**src/rtl/fcb_pkg.sv**
```systemverilog
package fcb_pkg;

  typedef enum logic [4:0] {
    OP_NONE   = 5'd0,
    OP_CMP_EQ = 5'd1,
    OP_CMP_NE = 5'd2,
    OP_CMP_GTS = 5'd3,
    OP_CMP_GES = 5'd4,
    OP_CMP_LTS = 5'd5,
    OP_CMP_LES = 5'd6,
    OP_CMP_GTU = 5'd7,
    OP_CMP_GEU = 5'd8,
    OP_CMP_LTU = 5'd9,
    OP_CMP_LEU = 5'd10,
    OP_BR_SET = 5'd11,
    OP_BR_CLR = 5'd12,
    OP_JMP    = 5'd13,
    OP_JMP_LNK = 5'd14,
    OP_JREG   = 5'd15,
    OP_JREG_LNK = 5'd16,
    OP_CMOV   = 5'd17
  } op_code_t;

  typedef enum logic [3:0] {
    CK_EQ, CK_NE, CK_GTS, CK_GES, CK_LTS, CK_LES,
    CK_GTU, CK_GEU, CK_LTU, CK_LEU
  } cmp_kind_t;

  typedef struct packed {
    logic      cmpEn;
    cmp_kind_t cmpKind;
    logic      brCond;
    logic      brOnSet;
    logic      jumpEn;
    logic      useReg;
    logic      linkEn;
    logic      cmovEn;
  } ctl_t;

endpackage

```
**src/rtl/fcb_ctrl.sv**
```systemverilog
module fcb_ctrl
  import fcb_pkg::*;
#(
  parameter int OP_W = 5
) (
  input  logic            opValid,
  input  logic [OP_W-1:0] opCode,
  output ctl_t            ctl
);

  always_comb begin
    ctl = '0;
    ctl.cmpKind = CK_EQ;
    if (opValid) begin
      case (opCode)
        OP_CMP_EQ:  begin ctl.cmpEn = 1'b1; ctl.cmpKind = CK_EQ;  end
        OP_CMP_NE:  begin ctl.cmpEn = 1'b1; ctl.cmpKind = CK_NE;  end
        OP_CMP_GTS: begin ctl.cmpEn = 1'b1; ctl.cmpKind = CK_GTS; end
        OP_CMP_GES: begin ctl.cmpEn = 1'b1; ctl.cmpKind = CK_GES; end
        OP_CMP_LTS: begin ctl.cmpEn = 1'b1; ctl.cmpKind = CK_LTS; end
        OP_CMP_LES: begin ctl.cmpEn = 1'b1; ctl.cmpKind = CK_LES; end
        OP_CMP_GTU: begin ctl.cmpEn = 1'b1; ctl.cmpKind = CK_GTU; end
        OP_CMP_GEU: begin ctl.cmpEn = 1'b1; ctl.cmpKind = CK_GEU; end
        OP_CMP_LTU: begin ctl.cmpEn = 1'b1; ctl.cmpKind = CK_LTU; end
        OP_CMP_LEU: begin ctl.cmpEn = 1'b1; ctl.cmpKind = CK_LEU; end
        OP_BR_SET:  begin ctl.brCond = 1'b1; ctl.brOnSet = 1'b1; end
        OP_BR_CLR:  begin ctl.brCond = 1'b1; ctl.brOnSet = 1'b0; end
        OP_JMP:     begin ctl.jumpEn = 1'b1; end
        OP_JMP_LNK: begin ctl.jumpEn = 1'b1; ctl.linkEn = 1'b1; end
        OP_JREG:    begin ctl.jumpEn = 1'b1; ctl.useReg = 1'b1; end
        OP_JREG_LNK: begin ctl.jumpEn = 1'b1; ctl.useReg = 1'b1; ctl.linkEn = 1'b1; end
        OP_CMOV:    begin ctl.cmovEn = 1'b1; end
        default:    ctl = ctl;
      endcase
    end
  end

  // at most one operation class decoded per cycle
  always_comb begin
    a_r12_one_class: assert ($onehot0({ctl.cmpEn, ctl.brCond, ctl.jumpEn, ctl.cmovEn}));
  end

endmodule

```
**src/rtl/fcb_datapath.sv**
```systemverilog
module fcb_datapath
  import fcb_pkg::*;
#(
  parameter int DATA_W   = 32,
  parameter int ADDR_W   = 32,
  parameter int OFF_W    = 26,
  parameter int IDX_W    = 5,
  parameter int LINK_REG = 9
) (
  input  logic              clk,
  input  logic              rst,
  input  ctl_t              ctl,
  input  logic [DATA_W-1:0] opA,
  input  logic [DATA_W-1:0] opB,
  input  logic [ADDR_W-1:0] pc,
  input  logic [OFF_W-1:0]  offset,
  input  logic [ADDR_W-1:0] regTarget,
  input  logic              flagIn,
  output logic              flagOut,
  output logic              taken,
  output logic [ADDR_W-1:0] target,
  output logic              linkWe,
  output logic [IDX_W-1:0]  linkIdx,
  output logic [ADDR_W-1:0] linkData,
  output logic              cmovValid,
  output logic [DATA_W-1:0] cmovData
);

  localparam int EXT_W = ADDR_W - OFF_W - 2;
  localparam logic [ADDR_W-1:0] LINK_STEP = ADDR_W'(8);

  logic eqV, ltS, ltU, cmpRes;
  logic flagNext, takenNext;
  logic [ADDR_W-1:0] relTarget, targetNext;

  always_comb begin
    eqV = (opA == opB);
    ltS = ($signed(opA) < $signed(opB));
    ltU = (opA < opB);
    case (ctl.cmpKind)
      CK_EQ:   cmpRes = eqV;
      CK_NE:   cmpRes = !eqV;
      CK_GTS:  cmpRes = !ltS && !eqV;
      CK_GES:  cmpRes = !ltS;
      CK_LTS:  cmpRes = ltS;
      CK_LES:  cmpRes = ltS || eqV;
      CK_GTU:  cmpRes = !ltU && !eqV;
      CK_GEU:  cmpRes = !ltU;
      CK_LTU:  cmpRes = ltU;
      CK_LEU:  cmpRes = ltU || eqV;
      default: cmpRes = 1'b0;
    endcase
    flagNext = ctl.cmpEn ? cmpRes : flagIn;
  end

  always_comb begin
    relTarget  = pc + {{EXT_W{offset[OFF_W-1]}}, offset, 2'b00};
    takenNext  = ctl.jumpEn || (ctl.brCond && (flagIn == ctl.brOnSet));
    targetNext = '0;
    if (takenNext) targetNext = ctl.useReg ? regTarget : relTarget;
  end

  always_ff @(posedge clk) begin
    if (rst) begin
      flagOut   <= 1'b0;
      taken     <= 1'b0;
      target    <= '0;
      linkWe    <= 1'b0;
      linkData  <= '0;
      cmovValid <= 1'b0;
      cmovData  <= '0;
    end else begin
      flagOut   <= flagNext;
      taken     <= takenNext;
      target    <= targetNext;
      linkWe    <= ctl.linkEn;
      linkData  <= ctl.linkEn ? (pc + LINK_STEP) : '0;
      cmovValid <= ctl.cmovEn;
      cmovData  <= ctl.cmovEn ? (flagIn ? opA : opB) : '0;
    end
  end

  assign linkIdx = IDX_W'(LINK_REG);

  // equality compare reaches the flag one cycle later
  a_r4_eq_flag: assert property (@(posedge clk) disable iff (rst)
    (ctl.cmpEn && ctl.cmpKind == CK_EQ) |=> (flagOut == ($past(opA) == $past(opB))));

  // flag-set branch follows the flag
  a_r6_br_follows_flag: assert property (@(posedge clk) disable iff (rst)
    (ctl.brCond && ctl.brOnSet) |=> (taken == $past(flagIn)));

  // link data is the transfer address plus two words
  a_r9_link_pc8: assert property (@(posedge clk) disable iff (rst)
    ctl.linkEn |=> (linkWe && linkData == $past(pc) + LINK_STEP));

  // no target without a transfer
  a_r10_idle_target: assert property (@(posedge clk) disable iff (rst)
    !taken |-> (target == '0));

  // a move never coincides with a transfer or a link write
  a_r11_cmov_alone: assert property (@(posedge clk) disable iff (rst)
    cmovValid |-> (!taken && !linkWe));

endmodule

```
**src/rtl/fcb_unit.sv**
```systemverilog
module fcb_unit
  import fcb_pkg::*;
#(
  parameter int DATA_W   = 32,
  parameter int ADDR_W   = 32,
  parameter int OFF_W    = 26,
  parameter int OP_W     = 5,
  parameter int IDX_W    = 5,
  parameter int LINK_REG = 9
) (
  input  logic              clk,
  input  logic              rst,
  input  logic              opValid,
  input  logic [OP_W-1:0]   opCode,
  input  logic [DATA_W-1:0] opA,
  input  logic [DATA_W-1:0] opB,
  input  logic [ADDR_W-1:0] pc,
  input  logic [OFF_W-1:0]  offset,
  input  logic [ADDR_W-1:0] regTarget,
  input  logic              flagIn,
  output logic              flagOut,
  output logic              taken,
  output logic [ADDR_W-1:0] target,
  output logic              linkWe,
  output logic [IDX_W-1:0]  linkIdx,
  output logic [ADDR_W-1:0] linkData,
  output logic              cmovValid,
  output logic [DATA_W-1:0] cmovData
);

  ctl_t ctl;

  fcb_ctrl #(.OP_W(OP_W)) i_ctrl (
    .opValid (opValid),
    .opCode  (opCode),
    .ctl     (ctl)
  );

  fcb_datapath #(
    .DATA_W(DATA_W), .ADDR_W(ADDR_W), .OFF_W(OFF_W),
    .IDX_W(IDX_W), .LINK_REG(LINK_REG)
  ) i_dp (
    .clk       (clk),
    .rst       (rst),
    .ctl       (ctl),
    .opA       (opA),
    .opB       (opB),
    .pc        (pc),
    .offset    (offset),
    .regTarget (regTarget),
    .flagIn    (flagIn),
    .flagOut   (flagOut),
    .taken     (taken),
    .target    (target),
    .linkWe    (linkWe),
    .linkIdx   (linkIdx),
    .linkData  (linkData),
    .cmovValid (cmovValid),
    .cmovData  (cmovData)
  );

endmodule

```
**config.mk**
```make
export PLATFORM = sky130hd
export DESIGN_NAME = fcb_unit
export DESIGN_NICKNAME = d
export VERILOG_FILES = /design/src/rtl/fcb_pkg.sv /design/src/rtl/fcb_ctrl.sv /design/src/rtl/fcb_datapath.sv /design/src/rtl/fcb_unit.sv
export SDC_FILE = /design/constraint.sdc
export NUM_CORES = 1
export LEC_CHECK = 0
export BUFFER_PORTS_ARGS = -buffer_cell sky130_fd_sc_hd__buf_2
export CORE_ASPECT_RATIO = 1.1
export CORE_MARGIN = 2
export CORE_UTILIZATION = 48
export DETAILED_ROUTE_END_ITERATION = 10
export PLACE_DENSITY = 0.81
export SLEW_MARGIN = 30
export SYNTH_ARGS = -nofsm -noshare
export SYNTH_HDL_FRONTEND = slang
export SYNTH_SLANG_ARGS = --single-unit
```
**constraint.sdc**
```tcl
create_clock -name clk -period 3.6 [get_ports clk]
set_clock_uncertainty 0.15 [all_clocks]
set_input_delay 0.18 -clock clk [delete_from_list [all_inputs] [get_ports clk]]
set_output_delay 0.18 -clock clk [all_outputs]
set_load 0.01 [all_outputs]
```
Word-level counts from Yosys, hierarchy flattened
Index checks and enable logic that the tools add are counted.
{ "totals": {"input_bits": 163, "regBits": 100, "output_inout_bits": 105, "wordCells": 69} }
{ "op_classes": {"mux": 11, "bitwise": 3, "eq_ne": 28, "add_sub_neg": 2, "n_reduce_logical": 16, "n_lt_le_gt_ge": 2} }
{ "ops": {"columns": ["operator", "count"], "rows": [
  ["32-bit less-than comparator", 2],
  ["32-bit 2-to-1 mux", 2],
  ["5-bit one-hot mux with 10 select lines", 1],
  ["5-bit by 4-bit == test with 1-bit output (second input constant)", 8],
  ["32-bit adder", 1],
  ["32-bit by 4-bit adder with 32-bit output (second input constant)", 1],
  ["32-bit == test", 1],
  ["5-bit by 3-bit == test with 1-bit output (second input constant)", 4],
  ["4-bit by 3-bit == test with 1-bit output (second input constant)", 4],
  ["11-bit 2-to-1 mux", 1],
  ["5-bit by 2-bit == test with 1-bit output (second input constant)", 2],
  ["5-bit == test (second input constant)", 2],
  ["1-bit one-hot mux with 10 select lines", 1],
  ["2-bit OR reduction", 5],
  ["4-bit by 2-bit == test with 1-bit output (second input constant)", 2],
  ["4-bit == test (second input constant)", 2],
  ["5-bit by 1-bit == test with 1-bit output (second input constant)", 1],
  ["1-bit 2-to-1 mux", 5],
  ["4-bit by 1-bit == test with 1-bit output (second input constant)", 1],
  ["4-bit logical NOT", 1],
  ["2-bit one-hot mux with 2 select lines", 1],
  ["4-bit OR reduction", 1],
  ["1-bit logical AND", 3],
  ["1-bit logical NOT", 3],
  ["3 further kinds", 7]
]} }

Longest topological paths before layout
{ "logic_depth": {"depth_word": 9, "ltp_mapped": 12, "ltp_nobuf": 12} }

Cells and area by module
Synthesis repeated with hierarchy kept, for this count alone.
{ "hier_totals": {"hier_cells": 765, "area_unflattened_um2": 6342.3} }
{ "by_module_without_submodules": {"columns": ["mod", "cells_each", "instances", "seq_area_each_um2", "area_each_um2"], "rows": [
  ["fcb_datapath", 728, 1, 2001.9, 6075.8],
  ["fcb_ctrl", 37, 1, 0.0, 266.5]
]} }

Worst setup path after synthesis
OpenSTA, ideal clock, no wires.
{ "synth_timing": {"kind": "input to register", "start": "input offset[0]", "end": "register i_dp.target[30]", "required_ns": 3.323, "setup_time_ns": 0.127, "setup_slack_ns": 0.997, "path_stages": 12, "t_arrival_ns": 2.326, "path_buffers": 0, "path_cell_list": "ha_1 -> inv_1 -> fa_1 -> nand2b_1 -> a21oi_1 -> o21ai_1 -> a211oi_2 -> o31ai_2 -> o21ai_1 -> nand4_1 -> and3_1 -> or3_1"} }
{ "synth_via": {"elab_chain_cells": 2} }
{ "synth_lines": {"columns": ["item", "line", "rtl"], "rows": [
  ["start: declaration", "fcb_unit.sv:18", "input logic [OFF_W-1:0] offset,"],
  ["32-bit adder", "fcb_datapath.sv:57", "relTarget = pc + {{EXT_W{offset[OFF_W-1]}}, offset, 2'b00};"],
  ["32-bit 2-to-1 mux", "fcb_datapath.sv:60", "if (takenNext) targetNext = ctl.useReg ? regTarget : relTarget;"],
  ["end signal: assignment", "fcb_datapath.sv:75", "target <= targetNext;"],
  ["end: declaration", "fcb_datapath.sv:21", "output logic [ADDR_W-1:0] target,"]
]} }
No other way between the ends.
A chain may end at the register's enable or synchronous reset.

Worst setup path in the final report
{ "layout_timing": {"start": "input pc[2]", "end": "register i_dp.target[30]"} }
{ "layout_via": {"elab_chain_cells": 2} }
{ "layout_lines": {"columns": ["item", "line", "rtl"], "rows": [
  ["start: declaration", "fcb_unit.sv:17", "input logic [ADDR_W-1:0] pc,"],
  ["32-bit adder", "fcb_datapath.sv:57", null],
  ["32-bit 2-to-1 mux", "fcb_datapath.sv:60", null]
]} }
No other way between the ends.

==> run metrics <==
outcome=complete, no violations; layout cells sized above 1=0.262; Vias/cell=5.50; crit-path max FO=4; Post-CTS Setup Inserts=0; fin area=9070 sq um; first-pass GRT wire length=33,700 um; DRT Pass-1 Iters=5; LEAKAGE=4.63 nW; H-Tree Depth=3; DRC violations left=0; Hold Fails Final Rpt=0; Starting Density=0.489; critical path class=in2reg; Metal-1 WL=7970 um; wire length per cell=16.8 um; CTS tree=done; Syn Area/Cell=8.25 sq um; Cell Area, Placed=7580 sq um; post-route antenna net violation count=0; max-slew violations=0; Total Wirelength=21,400 um; metal2 WL=10,900 um; f_max=0.311 GHz; Num CTS Buffers=9; DR vias=7,008; row count=43; startpoint types=input pin; Post-synth EDFFs=0; #FFs+latches synth=100; unrepaired setup endpoints after global routing=no; Distinct cells, synth=63; CP dominant cell by count=o21ai_1; Core Box Area=12,600 sq um; clock sinks=100; top layer in use=met4; Clock transition at path regs=0.07 ns; Non-Filler Instances=1,275; crit path DAT=3.30 ns; Tcrit/Tclk final=0.892; largest buffer count on any clock path=2; I/O pin total=268; Seq/Total Area, Yosys=0.325; Pwr Total=2.95 mW; ys async rst share=0; Rel. slew slack=0.541; yosys synthesis warning count=0; maximum vdd ir drop=0.205 mV; slowest CP cell=dlygate4sd3_1; Tmin final=3.21 ns; worst-path cell chain=dlygate4sd3_1, buf_2, ha_1, inv_1, fa_1, nand2b_1, a21oi_1, o21ai_1, a211oi_2, o31ai_2, o21ai_1, nand4_1, and3_1, or3_1; NumNets Final=1,340; max_cap viols=0; vias in the first global route=7,119; pin count of the biggest net entering global routing=34; top_reg_cell synth=dfxtp_1; Least-Margin Pin Slew=0.672 ns; # fillers=881; IO buf count=262; setup total negative slack=0 ns; pwr dens=325 nW/um^2; Worst EP required=3.69 ns; final setup fails=0; gr usage total=0.304; initial antenna violation count=0; clock root cell=clkbuf_16; CP endpoint kind=register; DRC violation total after the first TritonRoute iteration=469; met3 routed WL=1680 um; Hold Crit Class=in2reg; P&R area growth vs syn=47.4%; GP Congestion=0.939; GR Overflow Total=0; die area=13,700 sq um; slowest stage delay, CP=0.52 ns; Mapped Area=6150 sq um; Post-Place Cells=1,144; Die Y=123 um; DP Wirelength=13,700 um; DIE WIDTH=112 um; ant diodes=0; cells after synthesis=746
layer usage:
metal,track usage,up-vias
li1,-,3343
met1,0.322,3245
met2,0.572,351
met3,0.0716,69
met4,0.142,0
met5,0,-
through the flow:
step	hold slack, ns	worst slack [ns]	util
floorplan	0.0991	0.997	-
finish	0.0166	0.388	0.720
detailed placement	0.245	0.576	0.602
CTS	0.000595	0.415	0.720
global placement	0.248	0.646	0.602
global route	0.0339	0.149	0.720
cells in the final DEF (no fill, tap or decap), drive strengths merged, types with 4 or more instances in the layout:
cell type    count
a21oi           63
mux2i           34
nand4           17
a31oi            4
o211ai           8
o21a             8
nor2b            7
nor2            83
clkbuf          10
nor3            13
nand3           28
or3              9
and2            10
inv             50
nand2b           9
xor2            19
dfxtp          100
dlygate4sd3    116
conb             5
nand2           59
a211oi           9
a21o            20
o21ai           32
ha              62
buf            267
and3            13
xnor2           25
cells in the mapped netlist, types with 2 or more instances:
cell | n | area share
a21o_1 | 19 | 0.023
ha_1 | 62 | 0.13
dfxtp_1 | 100 | 0.33
and3_1 | 12 | 0.012
o21ai_0 | 20 | 0.016
buf_1 | 3 | 0.0018
inv_1 | 49 | 0.030
nand3b_1 | 2 | 0.0024
and4_1 | 3 | 0.0043
o21ai_1 | 12 | 0.0098
or3b_1 | 3 | 0.0043
nor2b_1 | 7 | 0.0071
nor2_1 | 83 | 0.051
o211ai_1 | 7 | 0.0085
nand4_1 | 17 | 0.017
mux2i_1 | 34 | 0.055
a31oi_1 | 4 | 0.0041
nand2_1 | 59 | 0.036
clkbuf_1 | 19 | 0.012
nor3_1 | 13 | 0.011
and2_1 | 10 | 0.010
conb_1 | 2 | 0.0012
o22ai_1 | 2 | 0.0020
a21oi_1 | 62 | 0.050
or3_1 | 9 | 0.0092
xnor2_1 | 25 | 0.036
o21a_1 | 8 | 0.0098
buf_4 | 5 | 0.0061
a2111oi_0 | 2 | 0.0028
xor2_1 | 19 | 0.027
a211oi_1 | 8 | 0.0098
nand3_1 | 27 | 0.022
nand2b_1 | 9 | 0.0092
path summary, 6_finish.rpt:
check / startpoint / to / slack (ns) / cells past startpoint
worst max-delay path: pc[2] / i_dp.target[30] / 0.39 / 14
worst min-delay path: pc[14] / i_dp.linkData[14] / 0.02 / 3
cells by family after synthesis:
group | after synthesis | synth area share
AOI/OAI and AO/OA | 163 | 0.168
buffers and inverters | 78 | 0.0521
xor gates and xnor gates | 44 | 0.0626
adders and majority gates | 63 | 0.129
other | 2 | 0.00122
muxes | 34 | 0.0553
and+or+nand+nor | 262 | 0.206
DFF | 100 | 0.325
area by class of cell:
class	instances	area, sq um	share of cell area
multi-input combinational	571	3850	0.425
timing repair buffer	383	2510	0.277
clock inverter	5	85.1	0.00938
sequential	100	2000	0.221
tap	157	196	0.0217
inverter	49	184	0.0203
clock buffer	10	239	0.0263
report_power, final:
group          leakage (nW)  internal, mW  switching [mW]  total, mW
clock                 0.155         0.629           0.452       1.08
sequential            0.807          1.12         0.00353       1.12
combinational          3.66         0.370           0.378      0.748
what timing repair did:
item | in CTS | in global routing
setup endpoints to repair | 0 | 0
hold buffers | 116 | 0
gates resized for setup | 0 | 0
endpoints found under the hold margin | 86 | 0
registers in the layout (all words and copies together), names as in the netlist:
name            count
i_dp.flagOut        1
i_dp.target        32
i_dp.cmovValid      1
i_dp.linkWe         1
i_dp.linkData      32
i_dp.taken          1
i_dp.cmovData      32
worst max-delay path: cells and delay by family:
kind	cells	cell delay, ns
adder cells (fa/ha/maj)	2	0.55
AND/OR/NAND/NOR	4	0.83
buffers and inverters	3	0.70
AO/OA/AOI/OAI	5	1.03
Note: power is estimated with default switching activity, not from simulation.
